<file path="src/rtl/bcg_pkg.sv">
package bcg_pkg;
  typedef enum logic [2:0] {
    BL_1    = 3'd0,
    BL_2    = 3'd1,
    BL_4    = 3'd2,
    BL_8    = 3'd3,
    BL_PAGE = 3'd7
  } bl_code_e;
endpackage

</file>
<file path="src/rtl/bcg_len_decode.sv">
module bcg_len_decode #(
  parameter int COL_W = 8
) (
  input  logic [2:0]       code_i,
  input  logic             single_wr_i,
  input  logic             is_write_i,
  output logic [COL_W-1:0] mask_o,
  output logic             full_o
);
  import bcg_pkg::*;

  always_comb begin
    full_o = 1'b0;
    mask_o = '0;
    if (!(single_wr_i && is_write_i)) begin
      case (bl_code_e'(code_i))
        BL_2:    mask_o = COL_W'(1);
        BL_4:    mask_o = COL_W'(3);
        BL_8:    mask_o = COL_W'(7);
        BL_PAGE: begin
          mask_o = '1;
          full_o = 1'b1;
        end
        default: mask_o = '0;
      endcase
    end
  end
endmodule

</file>
<file path="src/rtl/bcg_seq_ctrl.sv">
module bcg_seq_ctrl #(
  parameter int COL_W = 8
) (
  input  logic             clk_i,
  input  logic             rst_ni,
  input  logic             start_i,
  input  logic             stop_i,
  input  logic [COL_W-1:0] start_col_i,
  input  logic [COL_W-1:0] mask_d_i,
  input  logic             full_d_i,
  input  logic             il_d_i,
  output logic             busy_o,
  output logic             done_o,
  output logic [COL_W-1:0] base_o,
  output logic [COL_W-1:0] cnt_o,
  output logic [COL_W-1:0] mask_o,
  output logic             full_o,
  output logic             il_o
);
  logic busy_q, full_q, il_q;
  logic [COL_W-1:0] base_q, cnt_q, mask_q;
  logic last_beat;

  assign last_beat = !full_q && (cnt_q == mask_q);
  assign done_o    = busy_q && !start_i && (last_beat || stop_i);

  always_ff @(posedge clk_i or negedge rst_ni) begin
    if (!rst_ni) begin
      busy_q <= 1'b0;
      full_q <= 1'b0;
      il_q   <= 1'b0;
      base_q <= '0;
      cnt_q  <= '0;
      mask_q <= '0;
    end else if (start_i) begin
      busy_q <= 1'b1;
      base_q <= start_col_i;
      cnt_q  <= '0;
      mask_q <= mask_d_i;
      full_q <= full_d_i;
      il_q   <= il_d_i && !full_d_i; // page bursts always count upward
    end else if (busy_q) begin
      if (last_beat || stop_i) begin
        busy_q <= 1'b0;
      end else begin
        cnt_q <= cnt_q + 1'b1;
      end
    end
  end

  assign busy_o = busy_q;
  assign base_o = base_q;
  assign cnt_o  = cnt_q;
  assign mask_o = mask_q;
  assign full_o = full_q;
  assign il_o   = il_q;
endmodule

</file>
<file path="src/rtl/bcg_addr_map.sv">
module bcg_addr_map #(
  parameter int COL_W = 8
) (
  input  logic [COL_W-1:0] base_i,
  input  logic [COL_W-1:0] cnt_i,
  input  logic [COL_W-1:0] mask_i,
  input  logic             il_i,
  output logic [COL_W-1:0] col_o
);
  logic [COL_W-1:0] sum, mix;
  assign sum = base_i + cnt_i;
  assign mix = base_i ^ cnt_i;

  for (genvar i = 0; i < COL_W; i++) begin : g_bit
    assign col_o[i] = mask_i[i] ? (il_i ? mix[i] : sum[i]) : base_i[i];
  end
endmodule

</file>
<file path="src/rtl/burst_col_gen.sv">
module burst_col_gen #(
  parameter int COL_W = 8
) (
  input  logic             clk_i,
  input  logic             rst_ni,
  input  logic             start_i,
  input  logic             is_write_i,
  input  logic [COL_W-1:0] start_col_i,
  input  logic             stop_i,
  input  logic [2:0]       len_code_i,
  input  logic             interleave_i,
  input  logic             single_wr_i,
  output logic [COL_W-1:0] col_o,
  output logic             beat_valid_o,
  output logic             done_o
);
  logic [COL_W-1:0] mask_d, base_q, cnt_q, mask_q;
  logic full_d, full_q, il_q;

  bcg_len_decode #(.COL_W(COL_W)) u_dec (
    .code_i(len_code_i), .single_wr_i(single_wr_i), .is_write_i(is_write_i),
    .mask_o(mask_d), .full_o(full_d)
  );

  bcg_seq_ctrl #(.COL_W(COL_W)) u_ctrl (
    .clk_i(clk_i), .rst_ni(rst_ni), .start_i(start_i), .stop_i(stop_i),
    .start_col_i(start_col_i), .mask_d_i(mask_d), .full_d_i(full_d),
    .il_d_i(interleave_i), .busy_o(beat_valid_o), .done_o(done_o),
    .base_o(base_q), .cnt_o(cnt_q), .mask_o(mask_q), .full_o(full_q), .il_o(il_q)
  );

  bcg_addr_map #(.COL_W(COL_W)) u_map (
    .base_i(base_q), .cnt_i(cnt_q), .mask_i(mask_q), .il_i(il_q), .col_o(col_o)
  );
endmodule

</file>
<file path="config.mk">
export PLATFORM = sky130hd
export DESIGN_NAME = burst_col_gen
export DESIGN_NICKNAME = d
export VERILOG_FILES = /design/src/rtl/bcg_pkg.sv /design/src/rtl/bcg_len_decode.sv /design/src/rtl/bcg_seq_ctrl.sv /design/src/rtl/bcg_addr_map.sv /design/src/rtl/burst_col_gen.sv
export SDC_FILE = /design/constraint.sdc
export NUM_CORES = 1
export LEC_CHECK = 0
export BUFFER_PORTS_ARGS = -buffer_cell sky130_fd_sc_hd__buf_2
export CORE_MARGIN = 1
export CORE_UTILIZATION = 39
export CTS_CLUSTER_DIAMETER = 80
export CTS_CLUSTER_SIZE = 25
export DETAILED_ROUTE_END_ITERATION = 16
export GPL_ROUTABILITY_DRIVEN = 0
export HOLD_SLACK_MARGIN = 0.06
export PLACE_DENSITY_LB_ADDON = 0.25
export SYNTH_ARGS = -nofsm -noshare
export SYNTH_HDL_FRONTEND = slang
export SYNTH_SLANG_ARGS = --single-unit
</file>
<file path="constraint.sdc">
create_clock -name clk_i -period 5.5 [get_ports clk_i]
set_clock_uncertainty 0.1 [all_clocks]
set_input_delay 0.825 -clock clk_i [delete_from_list [all_inputs] [get_ports clk_i]]
set_output_delay 0.825 -clock clk_i [all_outputs]
set_load 0.01 [all_outputs]
</file>
==> impl_metrics.toml <==
[run_status]
outcome = "complete, no violations"

[synthesis]
ys.flop_type = "dfrtp_1"
synth.most_common_cell = "dfrtp_1"
syn_area_per_cell_um2 = 9.54
synth_area_leaders = "dfrtp_1, mux2_2, ha_1, xnor2_1, nor2_1"
synth_top_cell_area_share_pct = 37.7
yosys_warnings = 0
syn_nets = 187
synth_top_area_cell = "dfrtp_1"
async_flop_share_pct = 100
synth_edf_count = 0
synth_cell_types = 45
ys_seq_elements = 23
syn_area_mm2 = 0.00153
netlist_instances = 160
synth_common_cells = "dfrtp_1, nor2_1, nand2_1"
yosysSeqAreaShare_pct = 37.7

[grt]
grtUsageTotal_pct = 17.3
grt_max_degree = 26
grt_pass1_vias = 1292
grt_pass1_wl_mm = 5.71
antenna_found_initial = 0
grt-ovfl-total = 0

[worst_setup_path]
worst_setup_path_start_kind = "flip-flop"
critical_path.max_fanout = 5
critPathRequiredTime_ns = 4.58
setup.worst_path.class = "reg2out"
slowest_stage = "dfrtp_1"
worstPathArrival_ns = 2.56
max_stage_delay_ns = 0.44
end_kind = "output port"
path_cells = "ha_1 -> inv_1 -> fa_1 -> nand2b_1 -> a211oi_1 -> a31oi_1 -> xnor2_1 -> mux2_2 -> buf_2"

[final_layout]
layout-drive-gt1-share_pct = 25.8
area_growth_pct = 14.4
num_antenna_cells = 0
nets = 214
fillers = 385
fin_cells = 234

[clocking]
insertion_delay_ns = 0.26
cts_root_buf = "clkbuf_8"
cts_buffers = 3
cts.sinks = 23
cts_tree = "built"
max-clock-path-buffers = 2
htreeDepth = 1
cts_hold_buf = 0
postCtsSetupBuffers = 0
clkTransAtPathRegs_ns = 0.08
cts_resized = 0

[timing]
fin_setup_tns_ns = 0
final.min_clock_period_ns = 3.48
fin_crit_sh_pct = 63.3
fin_ws_ns = 2.02
final-hold-violation-count = 0
report.final.setup_viol = 0
tightest_slew_ns = 0.529
maxSlewHeadroom_pct = 64.7
grt_setup_unrepaired = "false"
slew_violations = 0
fmax_ghz = 0.287

[hold_path]
worstHoldPathType = "in2async"

[route]
drt_wl_total_mm = 3.21
routed-via-count = 1246
routed_via_density = 5.32
drcViolationCount = 0
routedWlPerCell_um = 13.7
antenna_left = 0
drtIter0Drc = 50
firstDrtPassIters = 4

[job]
max_cap_viol_count = 0

[floorplan]
die-area_mm2 = 0.00417
rows = 22
io_pins = 28
initial_utilization_pct = 41.1
die_width_um = 64.6
fp.coreArea_mm2 = 0.00372
dieHeight_um = 64.6

[pwr]
vdd_drop_max_v = 0.000179
p_per_area_mw_per_mm2 = 228
p_leak_nw = 0.774

[placement]
dp_hpwl_mm = 2.47
dp.cells = 230
portBuffers = 27
place_ws_ns = 2.29
-- layout make-up --
cell class / count / area (µm²) / area share (%)
Multi-Input combinational cell: 124 / 901 / 51.6
Tap cell: 48 / 60.1 / 3.44
Clock buffer: 4 / 45.0 / 2.58
Sequential cell: 23 / 576 / 33.0
Inverter: 8 / 30.0 / 1.72
Timing Repair Buffer: 27 / 135 / 7.74
-- critical path, delay by kind of cell (launching register included) --
family	cells	cell delay, ns
AO/OA/AOI/OAI	2	0.48
adder cells (fa/ha/maj)	2	0.61
AND/OR/NAND/NOR	1	0.15
multiplexers	1	0.26
XOR/XNOR	1	0.14
buffers and inverters	2	0.21
flip-flops	1	0.44
-- cell families after synthesis --
| kind of cell | after synthesis | share of synthesized area [%] |
|---|---|---|
| xor gates and xnor gates | 12 | 6.89 |
| muxes | 13 | 9.67 |
| and+or+nand+nor | 53 | 17.8 |
| adders and majority gates | 9 | 7.87 |
| DFF | 23 | 37.7 |
| AOI/OAI and AO/OA | 37 | 16.8 |
| buffers and inverters | 13 | 3.28 |
-- state kept, by name, indices dropped and copies added (netlist names) --
register	count
u_ctrl.full_o	1
u_ctrl.il_o	1
u_ctrl.cnt_o	8
u_ctrl.busy_o	1
u_ctrl.base_o	8
u_ctrl.mask_o	4
-- placed cells by master (no fill, tap or decap), types with 2 or more instances in the layout --
cell / n
inv_1: 7
ha_1: 8
mux2_2: 9
xnor2_1: 9
nor3_1: 2
clkbuf_8: 3
nor2_1: 19
nand2_1: 12
a21oi_1: 9
xor2_1: 3
a211oi_1: 5
dfrtp_1: 23
nand2b_1: 2
mux2i_1: 2
a21o_1: 2
or3_1: 3
a31oi_1: 2
nand3_1: 3
buf_2: 27
nor2b_1: 2
o21ai_0: 9
-- power breakdown --
part | switching, mW | leakage (nW) | internal (mW)
Sequential | 0.0158 | 0.294 | 0.181
Combinational | 0.0517 | 0.457 | 0.0443
Clock | 0.0534 | 0.0228 | 0.0517
-- stage by stage --
step / hold slack, ns / utilization (%) / cell area [µm²] / power, mW
after floorplan: 0.406 / - / 1530 / 0.263
after global placement: 0.428 / 45.8 / 1700 / 0.293
after detailed placement: 0.434 / 45.8 / 1700 / 0.296
after CTS: 0.451 / 47.0 / 1750 / 0.402
after global routing: 0.472 / 47.0 / 1750 / 0.421
final: 0.434 / 47.0 / 1750 / 0.398
-- worst paths after layout --
path,start,endpoint,slack [ns],cells after the start
hold / removal,rst_ni,u_ctrl.mask_o[6],0.43,1
setup / recovery,u_ctrl.cnt_o[0],col_o[6],2.02,9
max in group asynchronous,rst_ni,u_ctrl.base_o[0],4.52,1
hold reg to reg,u_ctrl.base_o[0],u_ctrl.base_o[0],0.45,1
setup reg to reg,u_ctrl.cnt_o[2],u_ctrl.cnt_o[7],3.46,5
min in group clk_i,u_ctrl.base_o[0],u_ctrl.base_o[0],0.45,1
-- metal layers --
layer	routed length, µm	vias to the layer above	global-route usage [%]
li1	-	621	-
met1	1440	594	20.0
met2	1620	25	31.6
met3	107	6	4.05
met4	55	0	5.00
met5	0	-	0
(Power assumes the default switching activity.)
